--- src/rtl/fwv_pkg.sv ---
// Shared constants for the firmware image validator.
// Assumes 32-bit header words placed on 4-byte aligned offsets.
package fwv_pkg;

    typedef logic [23:0] code_t;

    localparam code_t CODE_OK   = 24'h000000;
    localparam code_t CODE_ID   = 24'h000200;
    localparam code_t CODE_SUM  = 24'h000300;
    localparam code_t CODE_LEN  = 24'h000A00;
    localparam code_t CODE_BUSY = 24'h001000;

    // Captured header words, by index
    localparam int unsigned FIELD_N = 6;
    localparam int unsigned F_CHK   = 0;
    localparam int unsigned F_VEND  = 1;
    localparam int unsigned F_DEV   = 2;
    localparam int unsigned F_SVEND = 3;
    localparam int unsigned F_SDEV  = 4;
    localparam int unsigned F_LEN   = 5;

    typedef enum logic [1:0] {
        ST_IDLE  = 2'd0,
        ST_RECV  = 2'd1,
        ST_JUDGE = 2'd2
    } state_t;

    // Byte offset of each captured word inside the header
    function automatic int unsigned fld_offset(input int unsigned idx);
        case (idx)
            0:       return 32;
            1:       return 40;
            2:       return 44;
            3:       return 48;
            4:       return 52;
            default: return 56;
        endcase
    endfunction

endpackage

--- src/rtl/fwv_hdr_capture.sv ---
// Captures the little-endian header words as bytes stream past.
// Assumes each word offset is a multiple of the word size in bytes.
module fwv_hdr_capture
    import fwv_pkg::*;
#(
    parameter int unsigned FIELD_W = 32
) (
    input  logic                            clk,
    input  logic                            rst_n,
    input  logic                            clear,
    input  logic                            beat,
    input  logic [FIELD_W-1:0]              byte_idx,
    input  logic [7:0]                      data,
    output logic [FIELD_N-1:0][FIELD_W-1:0] fields
);
    localparam int unsigned NBYTES = FIELD_W / 8;
    localparam int unsigned LANE_W = (NBYTES > 1) ? $clog2(NBYTES) : 1;

    genvar g;
    generate
        for (g = 0; g < FIELD_N; g++) begin : g_field
            localparam int unsigned OFF = fld_offset(g);
            logic [FIELD_W-1:0] word_q;
            logic               hit;
            logic [LANE_W-1:0]  lane;

            // Byte lands in this word when its index falls in the word's window
            always_comb begin
                hit  = beat && (byte_idx >= FIELD_W'(OFF)) &&
                       (byte_idx < FIELD_W'(OFF + NBYTES));
                lane = byte_idx[LANE_W-1:0];
            end

            // Store the byte into its lane, low lane first
            always_ff @(posedge clk) begin
                if (!rst_n || clear) begin
                    word_q <= '0;
                end else if (hit) begin
                    word_q[lane*8 +: 8] <= data;
                end
            end

            assign fields[g] = word_q;
        end
    endgenerate

endmodule

--- src/rtl/fwv_sum_count.sv ---
// Counts accepted bytes and keeps their sum modulo 2**KEEP_W.
// Assumes the counter does not wrap within one image.
module fwv_sum_count #(
    parameter int unsigned CNT_W  = 32,
    parameter int unsigned KEEP_W = 16
) (
    input  logic              clk,
    input  logic              rst_n,
    input  logic              clear,
    input  logic              beat,
    input  logic [7:0]        data,
    output logic [CNT_W-1:0]  count,
    output logic [KEEP_W-1:0] sum
);
    // Advance count and sum on each accepted byte
    always_ff @(posedge clk) begin
        if (!rst_n || clear) begin
            count <= '0;
            sum   <= '0;
        end else if (beat) begin
            count <= count + 1'b1;
            sum   <= sum + KEEP_W'(data);
        end
    end

endmodule

--- src/rtl/fwv_verdict.sv ---
// Combines identity, length and checksum tests into one ranked code.
// Assumes all inputs are stable in the judging cycle.
module fwv_verdict
    import fwv_pkg::*;
#(
    parameter int unsigned FIELD_W = 32,
    parameter int unsigned KEEP_W  = 16
) (
    input  logic [FIELD_N-1:0][FIELD_W-1:0] fields,
    input  logic [FIELD_W-1:0]              host_vendor,
    input  logic [FIELD_W-1:0]              host_device,
    input  logic [FIELD_W-1:0]              count,
    input  logic [KEEP_W-1:0]               sum,
    output code_t                           code,
    output logic                            pass
);
    logic prim_ok, sub_ok, len_ok, sum_ok;

    // Individual tests
    always_comb begin
        prim_ok = (fields[F_VEND] == host_vendor) && (fields[F_DEV] == host_device);
        sub_ok  = (fields[F_SVEND] == host_vendor) && (fields[F_SDEV] == host_device);
        len_ok  = (fields[F_LEN] == count);
        sum_ok  = (fields[F_CHK] == FIELD_W'(sum));
    end

    // Ranked selection: identity, then length, then checksum
    always_comb begin
        if (!(prim_ok || sub_ok)) begin
            code = CODE_ID;
        end else if (!len_ok) begin
            code = CODE_LEN;
        end else if (!sum_ok) begin
            code = CODE_SUM;
        end else begin
            code = CODE_OK;
        end
        pass = (prim_ok || sub_ok) && len_ok && sum_ok;
    end

endmodule

--- src/rtl/fw_image_validator.sv ---
// Top of the firmware image validator: sequences one check per start.
// Assumes host IDs stay stable during an operation.
module fw_image_validator
    import fwv_pkg::*;
#(
    parameter int unsigned FIELD_W = 32,
    parameter int unsigned KEEP_W  = 16
) (
    input  logic               clk,
    input  logic               rst_n,
    input  logic               start,
    input  logic [FIELD_W-1:0] host_vendor,
    input  logic [FIELD_W-1:0] host_device,
    input  logic               s_valid,
    input  logic [7:0]         s_data,
    input  logic               s_last,
    output logic               s_ready,
    output logic               busy,
    output logic               refused,
    output logic               result_done,
    output logic               result_pass,
    output logic [23:0]        result_code
);
    state_t                          state;
    logic                            beat, clear;
    logic [FIELD_N-1:0][FIELD_W-1:0] fields;
    logic [FIELD_W-1:0]              count;
    logic [KEEP_W-1:0]               sum;
    code_t                           v_code;
    logic                            v_pass;

    // Handshake and clear decode from current state
    always_comb begin
        s_ready = (state == ST_RECV);
        busy    = (state != ST_IDLE);
        beat    = s_valid && s_ready;
        clear   = (state == ST_IDLE) && start;
    end

    fwv_hdr_capture #(.FIELD_W(FIELD_W)) u_cap (
        .clk(clk), .rst_n(rst_n), .clear(clear), .beat(beat),
        .byte_idx(count), .data(s_data), .fields(fields)
    );

    fwv_sum_count #(.CNT_W(FIELD_W), .KEEP_W(KEEP_W)) u_acc (
        .clk(clk), .rst_n(rst_n), .clear(clear), .beat(beat),
        .data(s_data), .count(count), .sum(sum)
    );

    fwv_verdict #(.FIELD_W(FIELD_W), .KEEP_W(KEEP_W)) u_ver (
        .fields(fields), .host_vendor(host_vendor), .host_device(host_device),
        .count(count), .sum(sum), .code(v_code), .pass(v_pass)
    );

    // Operation sequencer and result registers
    always_ff @(posedge clk) begin
        if (!rst_n) begin
            state       <= ST_IDLE;
            result_code <= CODE_OK;
            result_pass <= 1'b0;
            result_done <= 1'b0;
            refused     <= 1'b0;
        end else begin
            result_done <= 1'b0;
            refused     <= 1'b0;
            case (state)
                ST_IDLE: begin
                    if (start) begin
                        state       <= ST_RECV;
                        result_code <= CODE_BUSY;
                        result_pass <= 1'b0;
                    end
                end
                ST_RECV: begin
                    if (start) refused <= 1'b1;
                    if (beat && s_last) state <= ST_JUDGE;
                end
                ST_JUDGE: begin
                    if (start) refused <= 1'b1;
                    state       <= ST_IDLE;
                    result_code <= v_code;
                    result_pass <= v_pass;
                    result_done <= 1'b1;
                end
                default: state <= ST_IDLE;
            endcase
        end
    end

endmodule

--- config.mk ---
export PLATFORM = sky130hd
export DESIGN_NAME = fw_image_validator
export DESIGN_NICKNAME = d
export VERILOG_FILES = /design/src/rtl/fwv_pkg.sv /design/src/rtl/fwv_hdr_capture.sv /design/src/rtl/fwv_sum_count.sv /design/src/rtl/fwv_verdict.sv /design/src/rtl/fw_image_validator.sv
export SDC_FILE = /design/constraint.sdc
export NUM_CORES = 1
export LEC_CHECK = 0
export ABC_AREA = 1
export BUFFER_PORTS_ARGS = -buffer_cell sky130_fd_sc_hd__buf_2
export CAP_MARGIN = 40
export CORE_MARGIN = 2
export CORE_UTILIZATION = 35
export DETAILED_ROUTE_END_ITERATION = 16
export PLACE_DENSITY = 0.47
export SYNTH_ARGS = -nofsm -noshare
export SYNTH_HDL_FRONTEND = slang
export SYNTH_HIERARCHICAL = 1
export SYNTH_SLANG_ARGS = --single-unit
--- constraint.sdc ---
create_clock -name clk -period 5.5 [get_ports clk]
set_clock_uncertainty 0.2 [all_clocks]
set_input_delay 1.1 -clock clk [delete_from_list [all_inputs] [get_ports clk]]
set_output_delay 1.1 -clock clk [all_outputs]
set_load 0.01 [all_outputs]
# --- After elaboration in Yosys (flattened, before gate mapping) ---
# Cells that the tools add are included.
op_classes:
  n_shift: 2
  magnitude_cmp: 12
  n_reduce_logical: 29
  muxes: 18
  addsub: 3
  n_eq_ne: 10
op_table:
  columns: ["op", "count"]
  rows:
  - ["$bwmux W32", 6]
  - ["$ge A32 B6 Y1 const B", 6]
  - ["$lt A32 B6 Y1 const B", 6]
  - ["$eq A32 B32 Y1", 5]
  - ["$mux W24", 3]
  - ["$pmux W24 S2", 1]
  - ["$neg A5 Y34", 1]
  - ["$shift A8 B34 Y32 const A", 1]
  - ["$shiftx A8 B34 Y32", 1]
  - ["$add A32 B1 Y32 const B", 1]
  - ["$eq A32 B16 Y1", 1]
  - ["$logic_and A1 B1 Y1", 19]
  - ["$add A16 B8 Y16", 1]
  - ["$mux W10", 1]
  - ["$reduce_and A2 Y1", 3]
  - ["$mux W2", 2]
  - ["$pmux W2 S2", 1]
  - ["$reduce_bool A2 Y1", 2]
  - ["$mux W1", 3]
  - ["$eq A2 B1 Y1 const B", 1]
  - ["$eq A2 B2 Y1 const B", 1]
  - ["$logic_not A2 Y1", 1]
  - ["$logic_or A1 B1 Y1", 2]
  - ["$ne A2 B1 Y1 const B", 1]
  - ["4 further kinds", 4]
totals:
  input_bits: 77
  regBits: 269
  output_inout_bits: 29
  word_cells: 87

# --- Logic depth before layout (Yosys ltp) ---
logic_depth:
  depth_word: 6
  mapped_depth: 15
  mapped_depth_nobuf: 14

# --- Cells and area by module ---
# The synthesis kept the hierarchy.
by_module_without_submodules:
  columns: ["mod", "cells_each", "area_per_inst_um2", "n_inst", "seq_area_each_um2"]
  rows:
  - ["fwv_hdr_capture", 1391, 8730.9, 1, 3843.7]
  - ["fwv_verdict", 748, 3275.6, 1, 0.0]
  - ["fwv_sum_count", 456, 2992.9, 1, 960.9]
  - ["fw_image_validator", 145, 1172.4, 1, 580.6]

# --- Least setup slack after synthesis ---
# Ideal clock, no wire load.
synth_path:
  kind: "input port to flip-flop"
  startpoint: "in s_data[0]"
  endpoint: "reg u_acc.sum[8]"
  path_buffers: 0
  setup_ns: 0.115
  arrival_time_ns: 2.236
  t_required_ns: 5.185
  stages: 8
  path_slack_ns: 2.949
  path_cell_list: "ha_1 fa_1 nand2_1 nand3_1 nand2_1 o21ai_1 a21oi_1 nor2_1"
synth_via:
  elab_chain_len: 1
synth_lines:
  columns: ["element", "line_no", "text"]
  rows:
  - ["start: declaration", "fw_image_validator.sv:15", "input logic [7:0] s_data,"]
  - ["$add A16 B8 Y16", "fwv_sum_count.sv:22", "sum <= sum + KEEP_W'(data);"]
  - ["end signal: assignment", "fwv_sum_count.sv:22", null]
  - ["end: declaration", "fwv_sum_count.sv:13", "output logic [KEEP_W-1:0] sum"]
# No other way between the ends.
# A chain may end at the register's enable or synchronous reset.

# --- Worst setup path after layout ---
layout_path:
  startpoint: "reg u_acc.count[0]"
  endpoint: "reg u_cap.g_field[3].word_q[24]"
layout_via:
  elab_chain_len: 3
  word_cells_on_any_way: 8
layout_lines:
  columns: ["element", "line_no", "text"]
  rows:
  - ["start: declaration", "fwv_sum_count.sv:12", "output logic [CNT_W-1:0] count,"]
  - ["start signal: assignment", "fwv_sum_count.sv:21", "count <= count + 1'b1;"]
  - ["$neg A5 Y34 / $ge A32 B6 Y1 (equally long branches)", "fwv_hdr_capture.sv:39, fwv_hdr_capture.sv:29", null]
  - ["$shiftx A8 B34 Y32 (tied with other cells)", "fwv_hdr_capture.sv:39", "word_q[lane*8 +: 8] <= data;"]
  - ["$bwmux W32 / $logic_and A1 B1 Y1 (equally long branches)", "fwv_hdr_capture.sv:39, fwv_hdr_capture.sv:29", null]
  - ["end signal: indexed assignment", "fwv_hdr_capture.sv:39", null]
  - ["end: declaration", "fwv_hdr_capture.sv:23", "logic [FIELD_W-1:0] word_q;"]
# Several ways; a longest one is shown, not always the timed one.

==> impl_metrics.ini <==
[clocking]
cts_resized = 0
cts.sinks = 269
post_cts_buffers = 0
clock_latency_ns = 0.54
cts_tree = yes
numCtsBuffers = 35
cts-hold-fix-buffers = 0
clockRootBuffer = clkbuf_16
clk_pin_slew_ns = 0.06
cts_buffer_depth = 3
cts.htree.levels = 2

[sta]
setup_viol = 0
finalSetupTns_ns = 0
hold_viol = 0
fmax_ghz = 0.284
drv_slew = 0
tightest_slew_ns = 0.952
relSlewSlack_pct = 36.1
hold_ws_ns = 0.269
finalCritPeriodShare_pct = 63.9
rsz0062_at_grt = false
min_period_ns = 3.52

[min_path]
min_path_type = flop to flop

[logic_synthesis]
ys.warnings.count = 6
yosys_register_bits = 269
netlist_area_um2 = 16200
post-synth-top-area-fraction_pct = 33.3
synthTopCellsByArea = dfxtp_1, nand2_1, nor2_1
yosysUniqueCellTypes = 43
seq_area_frac_synth_pct = 33.3
syn_inst = 2740
postSynthAreaPerCell_um2 = 5.90
synth_top_area_cell = dfxtp_1

[drt]
via_per_inst = 4.51
finalWirelength_um = 49400
ant_nets = 0
drt_iter0_markers = 1062
drc = 0
routedWlPerCell_um = 14.3
vias = 15600
first_pass_iters = 7

[setup_path]
r2r_setup_slack_ns = 1.98
crit_type = flop to flop
end_kind = flop
startpoint_type = flop
crit_required_ns = 5.78
crit_arrival_ns = 3.80
crit_fanout = 17

[place]
dp_hpwl_um = 37100
port_buffers = 105
place.gp.congestion = 0.856

[grt]
grt_pass1_vias = 14200
antenna_found_initial = 1
overflow = 0
grt_max_degree = 71
grt.total_usage_pct = 20.8
grt_pass1_wl_um = 78200

[die]
rows = 78
start_util_pct = 35.6
die_h_um = 219
ioPinCount = 106
die_w_um = 219
die_area_um2 = 47900
coreArea_um2 = 45500

[status]
status = finished, final reports clean

[pwr]
pwr_density_cell_nw_per_um2 = 282
power.ir.vdd_worst_mv = 0.192
pwr-share-comb_pct = 16.4
p_leak_nw = 9.26
p_sw_mw = 1.53
seq_power_share_pct = 39.1
p_sw_share_pct = 29.6
p_int_mw = 3.64
clkPwrFrac_pct = 44.4

[finish]
drive_gt1_share_pct = 8.25
layout_common_cells = nand2_1, nor2_1, inv_1
area_growth_pct = 13.4
final_common_cell = nand2_1
final_nets = 2924

[flow_run]
drv_cap = 0
-- layer usage --
| layer | routed length [um] | vias to the layer above | global-route usage [%] |
|---|---|---|---|
| li1 | - | 8248 | - |
| met1 | 24500 | 6938 | 29.2 |
| met2 | 21700 | 304 | 33.7 |
| met3 | 2300 | 60 | 2.76 |
| met4 | 916 | 0 | 5.05 |
| met5 | 0 | - | 0 |
-- synthesized netlist by cell type --
library cell and instances:
nand2_4 3, inv_1 496, a21o_1 2, nand2_2 7
buf_6 5, ha_1 18, nand4_2 2, dfxtp_1 269
conb_1 1, clkbuf_1 31, nand3_1 114, o2111ai_1 1
nand3_2 3, nor4_2 2, o21bai_1 2, nor3_4 1
a21boi_1 1, o21ai_1 5, o21ai_2 1, fa_1 1
inv_2 8, nand2_1 845, xor2_1 44, nand4_1 53
buf_1 9, nor4_1 2, or2_2 5, nor2_8 2
o21a_1 1, a21oi_1 32, nor3b_1 2, buf_4 27
o211ai_1 5, nand4_4 3, nor2_4 7, xnor2_1 31
nor2_2 10, buf_2 25, nor3_1 28, nor2_1 572
nor3b_2 1, a211oi_1 1, o21ai_0 62
-- through the flow --
stage	cells	total power [mW]	area [um^2]	worst slack [ns]	utilization [%]
CTS	3448	5.25	18300	2.08	40.3
global route	3448	5.43	18300	1.81	40.3
global placement	3381	2.89	17100	1.97	37.7
finish	3449	5.17	18300	1.98	40.3
detailed placement	3391	2.92	17200	1.95	37.9
floorplan	2760	2.64	16200	2.95	-
-- power groups by stage --
stage               clock [mW]  combinational (mW)  sequential, mW
finish                    2.30               0.850            2.02
floorplan                    0               0.573            2.07
global route              2.45               0.957            2.03
global placement             0               0.823            2.07
detailed placement           0               0.852            2.07
CTS                       2.37               0.855            2.02
-- kinds of logic (layout without fill, tap and decap cells) --
| group | after synthesis | count (layout) | synth area share, % |
|---|---|---|---|
| buffers and inverters | 601 | 689 | 15.0 |
| AND/OR/NAND/NOR | 1662 | 1662 | 42.4 |
| AO/OA/AOI/OAI | 113 | 113 | 3.73 |
| XOR/XNOR | 75 | 75 | 4.06 |
| other | 1 | 22 | 0.0232 |
| flip-flops | 269 | 269 | 33.3 |
| adder cells (fa/ha/maj) | 19 | 19 | 1.52 |
-- layout make-up --
type | instances | area, um^2
flip-flops and latches | 269 | 5390
clock inverters | 9 | 151
diodes | 1 | 2.50
clock buffers | 48 | 965
fillers | 4971 | 27100
repair buffers | 128 | 752
multi-input cells | 1890 | 8450
inverters | 504 | 1890
well taps | 600 | 751
-- final timing paths --
check	startpoint	end	cells past startpoint
max	u_acc/count[0]	u_cap/g_field[3].word_q[24]	9
min	result_code[19]	result_code[19]	2
max reg2reg	u_acc/count[0]	u_cap/g_field[3].word_q[24]	9
min reg2reg	result_code[19]	result_code[19]	2
-- critical path, cell delays in order (launching register included) --
cell	delay (ns)
dfxtp_1	0.84
inv_2	0.26
ha_1	0.40
nor3_1	0.53
inv_1	0.20
nor2_1	0.66
inv_1	0.09
nand3_1	0.11
nand2_1	0.08
nor2_1	0.09
-- sequential cells by signal, indices dropped and copies added (netlist names) --
| signal | cells |
|---|---|
| result_pass | 1 |
| u_acc/sum | 16 |
| result_done | 1 |
| state | 2 |
| result_code | 24 |
| u_acc/count | 32 |
| refused | 1 |
| u_cap/g_field.word_q | 192 |
No activity file was read; power rests on OpenSTA's default activity.
